==> config.mk <==
export PLATFORM = sky130hd
export DESIGN_NAME = ro_pair_cmp
export DESIGN_NICKNAME = d
export VERILOG_FILES = /design/src/rtl/ro_cmp_pkg.sv /design/src/rtl/ro_edge_sync.sv /design/src/rtl/ro_sat_counter.sv /design/src/rtl/ro_window_ctrl.sv /design/src/rtl/ro_pair_cmp.sv
export SDC_FILE = /design/constraint.sdc
export NUM_CORES = 1
export LEC_CHECK = 0
export BUFFER_PORTS_ARGS = -buffer_cell sky130_fd_sc_hd__buf_2
export CORE_MARGIN = 5
export CORE_UTILIZATION = 30
export CTS_BUF_LIST = sky130_fd_sc_hd__clkbuf_4
export CTS_CLUSTER_DIAMETER = 60
export CTS_CLUSTER_SIZE = 16
export DETAILED_ROUTE_END_ITERATION = 7
export PLACE_DENSITY = 0.51
export REMOVE_ABC_BUFFERS = 1
export SLEW_MARGIN = 10
export SYNTH_ARGS = -nofsm -noshare
export SYNTH_HDL_FRONTEND = slang
export SYNTH_HIERARCHICAL = 1
export SYNTH_SLANG_ARGS = --single-unit
==> constraint.sdc <==
create_clock -name clk -period 2.9 [get_ports clk]
set_clock_uncertainty 0.1 [all_clocks]
set_input_delay 0.29 -clock clk [delete_from_list [all_inputs] [get_ports clk]]
set_output_delay 0.29 -clock clk [all_outputs]
set_load 0.01 [all_outputs]
==> src/rtl/ro_cmp_pkg.sv <==
package ro_cmp_pkg;

   typedef enum logic [1:0] {
      WIN_IDLE  = 2'd0,
      WIN_COUNT = 2'd1,
      WIN_CMP   = 2'd2
   } win_state_e;

   function automatic int unsigned sel_width(input int unsigned pairs);
      return (pairs > 1) ? $clog2(pairs) : 1;
   endfunction

endpackage

==> src/rtl/ro_edge_sync.sv <==
module ro_edge_sync #(
   parameter int unsigned STAGES = 2
) (
   input  logic clk,
   input  logic rst_n,
   input  logic async_in,
   output logic rise
);

   generate
      if (STAGES < 2) begin : g_bad_stages
         $error("ro_edge_sync: STAGES must be at least 2");
      end
   endgenerate

   logic [STAGES-1:0] chain_q;
   logic              last_q;

   always_ff @(posedge clk or negedge rst_n) begin
      if (!rst_n) begin
         chain_q <= '0;
         last_q  <= 1'b0;
      end else begin
         chain_q <= {chain_q[STAGES-2:0], async_in};
         last_q  <= chain_q[STAGES-1];
      end
   end

   assign rise = chain_q[STAGES-1] & ~last_q;

   AST_RISE_SINGLE: assert property (@(posedge clk) disable iff (!rst_n)
      rise |=> !rise);

endmodule

==> src/rtl/ro_sat_counter.sv <==
module ro_sat_counter #(
   parameter int unsigned WIDTH = 12
) (
   input  logic             clk,
   input  logic             rst_n,
   input  logic             clr,
   input  logic             inc,
   output logic [WIDTH-1:0] count
);

   generate
      if (WIDTH < 1) begin : g_bad_width
         $error("ro_sat_counter: WIDTH must be at least 1");
      end
   endgenerate

   localparam logic [WIDTH-1:0] CNT_TOP = '1;

   always_ff @(posedge clk or negedge rst_n) begin
      if (!rst_n) begin
         count <= '0;
      end else if (clr) begin
         count <= '0;
      end else if (inc && (count != CNT_TOP)) begin
         count <= count + WIDTH'(1);
      end
   end

   AST_SAT_HOLD: assert property (@(posedge clk) disable iff (!rst_n)
      (count == CNT_TOP && !clr) |=> (count == CNT_TOP));

   AST_IDLE_HOLD: assert property (@(posedge clk) disable iff (!rst_n)
      (!clr && !inc) |=> $stable(count));

endmodule

==> src/rtl/ro_window_ctrl.sv <==
module ro_window_ctrl
   import ro_cmp_pkg::*;
#(
   parameter int unsigned WIN_W = 16
) (
   input  logic             clk,
   input  logic             rst_n,
   input  logic             start,
   input  logic [WIN_W-1:0] win_len,
   output logic             load,
   output logic             counting,
   output logic             compare,
   output logic             busy
);

   generate
      if (WIN_W < 1) begin : g_bad_win
         $error("ro_window_ctrl: WIN_W must be at least 1");
      end
   endgenerate

   localparam logic [WIN_W-1:0] ONE = WIN_W'(1);

   win_state_e       state_q;
   logic [WIN_W-1:0] remain_q;

   assign load     = (state_q == WIN_IDLE) && start;
   assign counting = (state_q == WIN_COUNT);
   assign compare  = (state_q == WIN_CMP);
   assign busy     = (state_q != WIN_IDLE);

   always_ff @(posedge clk or negedge rst_n) begin
      if (!rst_n) begin
         state_q  <= WIN_IDLE;
         remain_q <= '0;
      end else begin
         unique case (state_q)
            WIN_IDLE: begin
               if (start) begin
                  state_q  <= WIN_COUNT;
                  remain_q <= (win_len == '0) ? ONE : win_len;
               end
            end
            WIN_COUNT: begin
               if (remain_q == ONE) begin
                  state_q <= WIN_CMP;
               end else begin
                  remain_q <= remain_q - ONE;
               end
            end
            WIN_CMP: state_q <= WIN_IDLE;
            default: state_q <= WIN_IDLE;
         endcase
      end
   end

   AST_CMP_AFTER_COUNT: assert property (@(posedge clk) disable iff (!rst_n)
      compare |-> $past(counting));

   AST_WINDOW_RUNS: assert property (@(posedge clk) disable iff (!rst_n)
      (counting && remain_q != ONE) |=> counting);

endmodule

==> src/rtl/ro_pair_cmp.sv <==
module ro_pair_cmp
   import ro_cmp_pkg::*;
#(
   parameter int unsigned NUM_OSC     = 8,
   parameter int unsigned CNT_W       = 12,
   parameter int unsigned WIN_W       = 16,
   parameter int unsigned SYNC_STAGES = 2,
   localparam int unsigned NUM_PAIRS  = NUM_OSC / 2,
   localparam int unsigned SEL_W      = sel_width(NUM_PAIRS)
) (
   input  logic               clk,
   input  logic               rst_n,
   input  logic [NUM_OSC-1:0] osc_in,
   input  logic [SEL_W-1:0]   challenge,
   input  logic [WIN_W-1:0]   win_len,
   input  logic               start,
   output logic               busy,
   output logic               valid,
   output logic               response,
   output logic               tie
);

   generate
      if ((NUM_OSC < 2) || (NUM_OSC % 2 != 0)) begin : g_bad_osc
         $error("ro_pair_cmp: NUM_OSC must be even and at least 2");
      end
      if (CNT_W < 1) begin : g_bad_cnt
         $error("ro_pair_cmp: CNT_W must be at least 1");
      end
   endgenerate

   logic [NUM_OSC-1:0] rise_vec;
   logic [SEL_W-1:0]   sel_q;
   logic [1:0]         pair_rise;
   logic [CNT_W-1:0]   pair_cnt [2];
   logic               load;
   logic               counting;
   logic               compare;

   for (genvar o = 0; o < NUM_OSC; o++) begin : g_sync
      ro_edge_sync #(
         .STAGES(SYNC_STAGES)
      ) i_sync (
         .clk     (clk),
         .rst_n   (rst_n),
         .async_in(osc_in[o]),
         .rise    (rise_vec[o])
      );
   end

   ro_window_ctrl #(
      .WIN_W(WIN_W)
   ) i_ctrl (
      .clk     (clk),
      .rst_n   (rst_n),
      .start   (start),
      .win_len (win_len),
      .load    (load),
      .counting(counting),
      .compare (compare),
      .busy    (busy)
   );

   always_ff @(posedge clk or negedge rst_n) begin
      if (!rst_n) begin
         sel_q <= '0;
      end else if (load) begin
         sel_q <= challenge;
      end
   end

   always_comb begin
      pair_rise = 2'b00;
      for (int p = 0; p < NUM_PAIRS; p++) begin
         if (sel_q == SEL_W'(p)) begin
            pair_rise = {rise_vec[2*p+1], rise_vec[2*p]};
         end
      end
   end

   for (genvar c = 0; c < 2; c++) begin : g_cnt
      ro_sat_counter #(
         .WIDTH(CNT_W)
      ) i_cnt (
         .clk  (clk),
         .rst_n(rst_n),
         .clr  (load),
         .inc  (counting & pair_rise[c]),
         .count(pair_cnt[c])
      );
   end

   always_ff @(posedge clk or negedge rst_n) begin
      if (!rst_n) begin
         valid    <= 1'b0;
         response <= 1'b0;
         tie      <= 1'b0;
      end else begin
         valid <= compare;
         if (compare) begin
            response <= (pair_cnt[0] > pair_cnt[1]);
            tie      <= (pair_cnt[0] == pair_cnt[1]);
         end
      end
   end

   AST_VALID_PULSE: assert property (@(posedge clk) disable iff (!rst_n)
      valid |=> !valid);

   AST_VALID_IDLE: assert property (@(posedge clk) disable iff (!rst_n)
      valid |-> !busy);

   AST_TIE_LOW_RESP: assert property (@(posedge clk) disable iff (!rst_n)
      tie |-> !response);

   AST_SEL_STABLE: assert property (@(posedge clk) disable iff (!rst_n)
      busy |=> $stable(sel_q));

   AST_CNT_FROZEN: assert property (@(posedge clk) disable iff (!rst_n)
      (!busy && !start) |=> $stable(pair_cnt[0]));

   AST_RESULT_HOLD: assert property (@(posedge clk) disable iff (!rst_n)
      !compare |=> ($stable(response) && $stable(tie)));

endmodule

==> metrics.txt <==
CTS tree yes; R2R cell count 6; RSZ-0062 raised after global routing no; status complete, no violations; ys flop type dfrtp_1; global-route wire length before repair 15.41 mm; die area 15770 um^2; # placed instances 577; Worst setup startpoint i_ctrl/state_q[0]$_DFFE_PN0P_; fin util 35.30%; top post-synthesis cells by count 71 x dfrtp_1, 30 x nor2_1, 22 x nand2_1, 19 x nand3_1; reg-to-reg startpoint i_ctrl/state_q[0]$_DFFE_PN0P_; CP dominant cell by count or2_1; GRT met3 Usage 3.156%; Power Dens Cells 692.6 nW/um^2; Initial DRC Count 169; Fillers 1314; post-route insts no fill 607; post-route setup TNS 0 ns; core region area 13190 um^2; synth warn 6; worst path cell trace or2_1, or2_1, inv_2, buf_4, nor2b_1, mux2_1; CTS resizes 0; nature of the critical path endpoint flop; synthesis-to-finish area growth 16.17%; share of cells above drive strength 1 22.97%; wire length per cell 14.75 um; DRT antenna net count 0; chip height 125.6 um; critical path's largest stage delay 0.44 ns; maximum capacitance violations 0; largest net degree at the start of global routing 72; synthesized instance count 375; final wirelength 8.953 mm; Slew @ Worst Pin 0.9266 ns; top post-synthesis cells by area dfrtp_1 44%, ha_1 5.0%, nor2_1 2.8%, nor2b_4 2.7%, nor4_4 2.7%; Critical Path RT 3.13 ns; FP Rows 42; CTS root buf clkbuf_4; die width 125.6 um; Setup-failing EPs final 0; Worst-Skew Late Latency 0.45 ns; Vias/cell 5.041; NumNets Final 471; Synth async-reset ratio 100.0%; CP Capture Point g_cnt[0].i_cnt/count[5]$_DFFE_PN0P_; FF+latch count, synth 71; CP max FO 33; Clock Path Buffers 2; initial antenna violation count 0; critical path type reg2reg; R2R setup slack 0.67 ns; total iterations of the first detailed-routing run 4; antenna fix cells 0; I/O pin count 33; library cells used by synthesis 71; clk slew on worst S/H paths 0.14 ns; Port Buf Inserts 32; grt met1 use 16.63%; crit share post-route 77.00%; number of global-route vias before repair 3116; Initial Utilization 30.38%; most common cell in the netlist dfrtp_1; CP arrival 2.47 ns; number of synthesized flops with an enable pin 0; max-slew violations 0; type of origin of the critical path flop; synthesized cell area 4008 um^2; DRC 0; maximum VDD drop 0.4165 mV; RR Endpoint g_cnt[0].i_cnt/count[5]$_DFFE_PN0P_; top-area cell type share of the netlist area 44.33%; post-layout minimum cycle time 2.233 ns; post-detail-place hpwl 6.177 mm; Global Route Usage Sum 12.04%; Vias 3060; htree depth 3; fmax 0.4478 GHz; sequential area share after synthesis 44.33%; leading area contributor after synthesis dfrtp_1; CTS sink count 71; Hold Path Class in2reg; GRT met2 Usage 18.09%; RePlAce Congestion 0.8006; GR Overflow Total 0; Final Hold Viols 0; slowest stage cell on the critical path or2_1; Leak 1.917 nW; syn_area_per_cell 10.69 um^2; GR peak layer met2; Max transition margin 38.23%; CTS Buf Count 9
layout by cell type, fill, tap and decap left out, drive strengths merged, types with 4 or more instances in the layout:
cell          n
o211ai        7
nor4         13
and2          4
nand3        23
nor2         30
nor2b        14
a211oi        4
o21ai         4
dfrtp        71
o221ai        5
inv          27
buf          38
or4           4
and3          6
or3           5
ha           16
xnor2         4
and4          5
nand2        22
nor3         16
dlygate4sd3  14
clkbuf        9
a21oi        20
mux2          6
nand4        10
mux2i         5
power breakdown:
| group | total (mW) | switching, mW | internal [mW] |
|---|---|---|---|
| Clock | 0.710 | 0.428 | 0.282 |
| Combinational | 0.959 | 0.493 | 0.466 |
| Sequential | 1.56 | 0.356 | 1.20 |
| Total | 3.22 | 1.28 | 1.95 |
cells by family (layout without fill, tap and decap cells):
| logic type | count (synthesis) | count (layout) | synth area share, % |
|---|---|---|---|
| adders and majority gates | 16 | 16 | 4.995 |
| xor gates and xnor gates | 6 | 6 | 1.311 |
| AOI/OAI and AO/OA | 71 | 71 | 14.05 |
| and+or+nand+nor | 164 | 164 | 27.26 |
| buffers and inverters | 34 | 90 | 3.809 |
| DFF | 71 | 71 | 44.33 |
| muxes | 13 | 13 | 4.246 |
critical path: cells and delay by family, from the launching register on:
kind,cells,cell delay [ns]
buf+inv,2,0.50
flops,1,0.41
mux,1,0.31
simple gates,3,0.80
metrics by stage:
step	area, um^2	hold WS, ns	power [mW]	worst slack (ns)
3_5_place_dp	4363	0.2347	2.522	0.6681
2_1_floorplan	3938	-0.1056	2.238	0.3162
5_1_grt	4656	0.03064	3.492	0.4900
4_1_cts	4656	0.01273	3.270	0.6480
6_report	4656	0.05879	3.225	0.6671
3_3_place_gp	4363	0.2328	2.507	0.6840
routing by layer:
metal  wire, um  share of wire, %
met1       4343                49
met2       4106                46
met3        393               4.4
met4        108               1.2
met5          0                 0
flip-flops by register name, summed over array words and instances, names as in the netlist:
signal,flops
i_ctrl/state_q,2
response,1
i_ctrl/remain_q,16
tie,1
g_sync.i_sync/last_q,8
g_cnt.i_cnt/count,24
g_sync.i_sync/chain_q,16
valid,1
sel_q,2
final cells by class:
type	instances	area, um^2	share of cell area, %
Clock buffer	9	67.56	1.451
Timing Repair Buffer	52	345.3	7.417
Tap cell	176	220.2	4.730
Inverter	22	82.58	1.774
Multi-Input combinational cell	270	2078	44.64
Clock inverter	7	85.08	1.827
Sequential cell	71	1777	38.16
worst min path at each step:
stage | start | to | slack (ns) | depth (start not counted)
after floorplan | rst_n | g_cnt[0].i_cnt/count[0]$_DFFE_PN0P_ | -0.11 | 0
after global placement | g_sync[5].i_sync/chain_q[0]$_DFF_PN0_ | g_sync[5].i_sync/chain_q[1]$_DFF_PN0_ | 0.23 | 0
after detailed placement | g_sync[2].i_sync/chain_q[0]$_DFF_PN0_ | g_sync[2].i_sync/chain_q[1]$_DFF_PN0_ | 0.23 | 0
after CTS | win_len[1] | i_ctrl/remain_q[1]$_DFFE_PN0P_ | 0.01 | 3
after global routing | win_len[1] | i_ctrl/remain_q[1]$_DFFE_PN0P_ | 0.03 | 3
final | win_len[1] | i_ctrl/remain_q[1]$_DFFE_PN0P_ | 0.06 | 3
what timing repair did:
action	CTS	global route
setup buffers	0	0
hold endpoints to repair	84	0
hold buffers	14	0
setup endpoints to repair	0	0
Power figures use the tool's default switching activity.
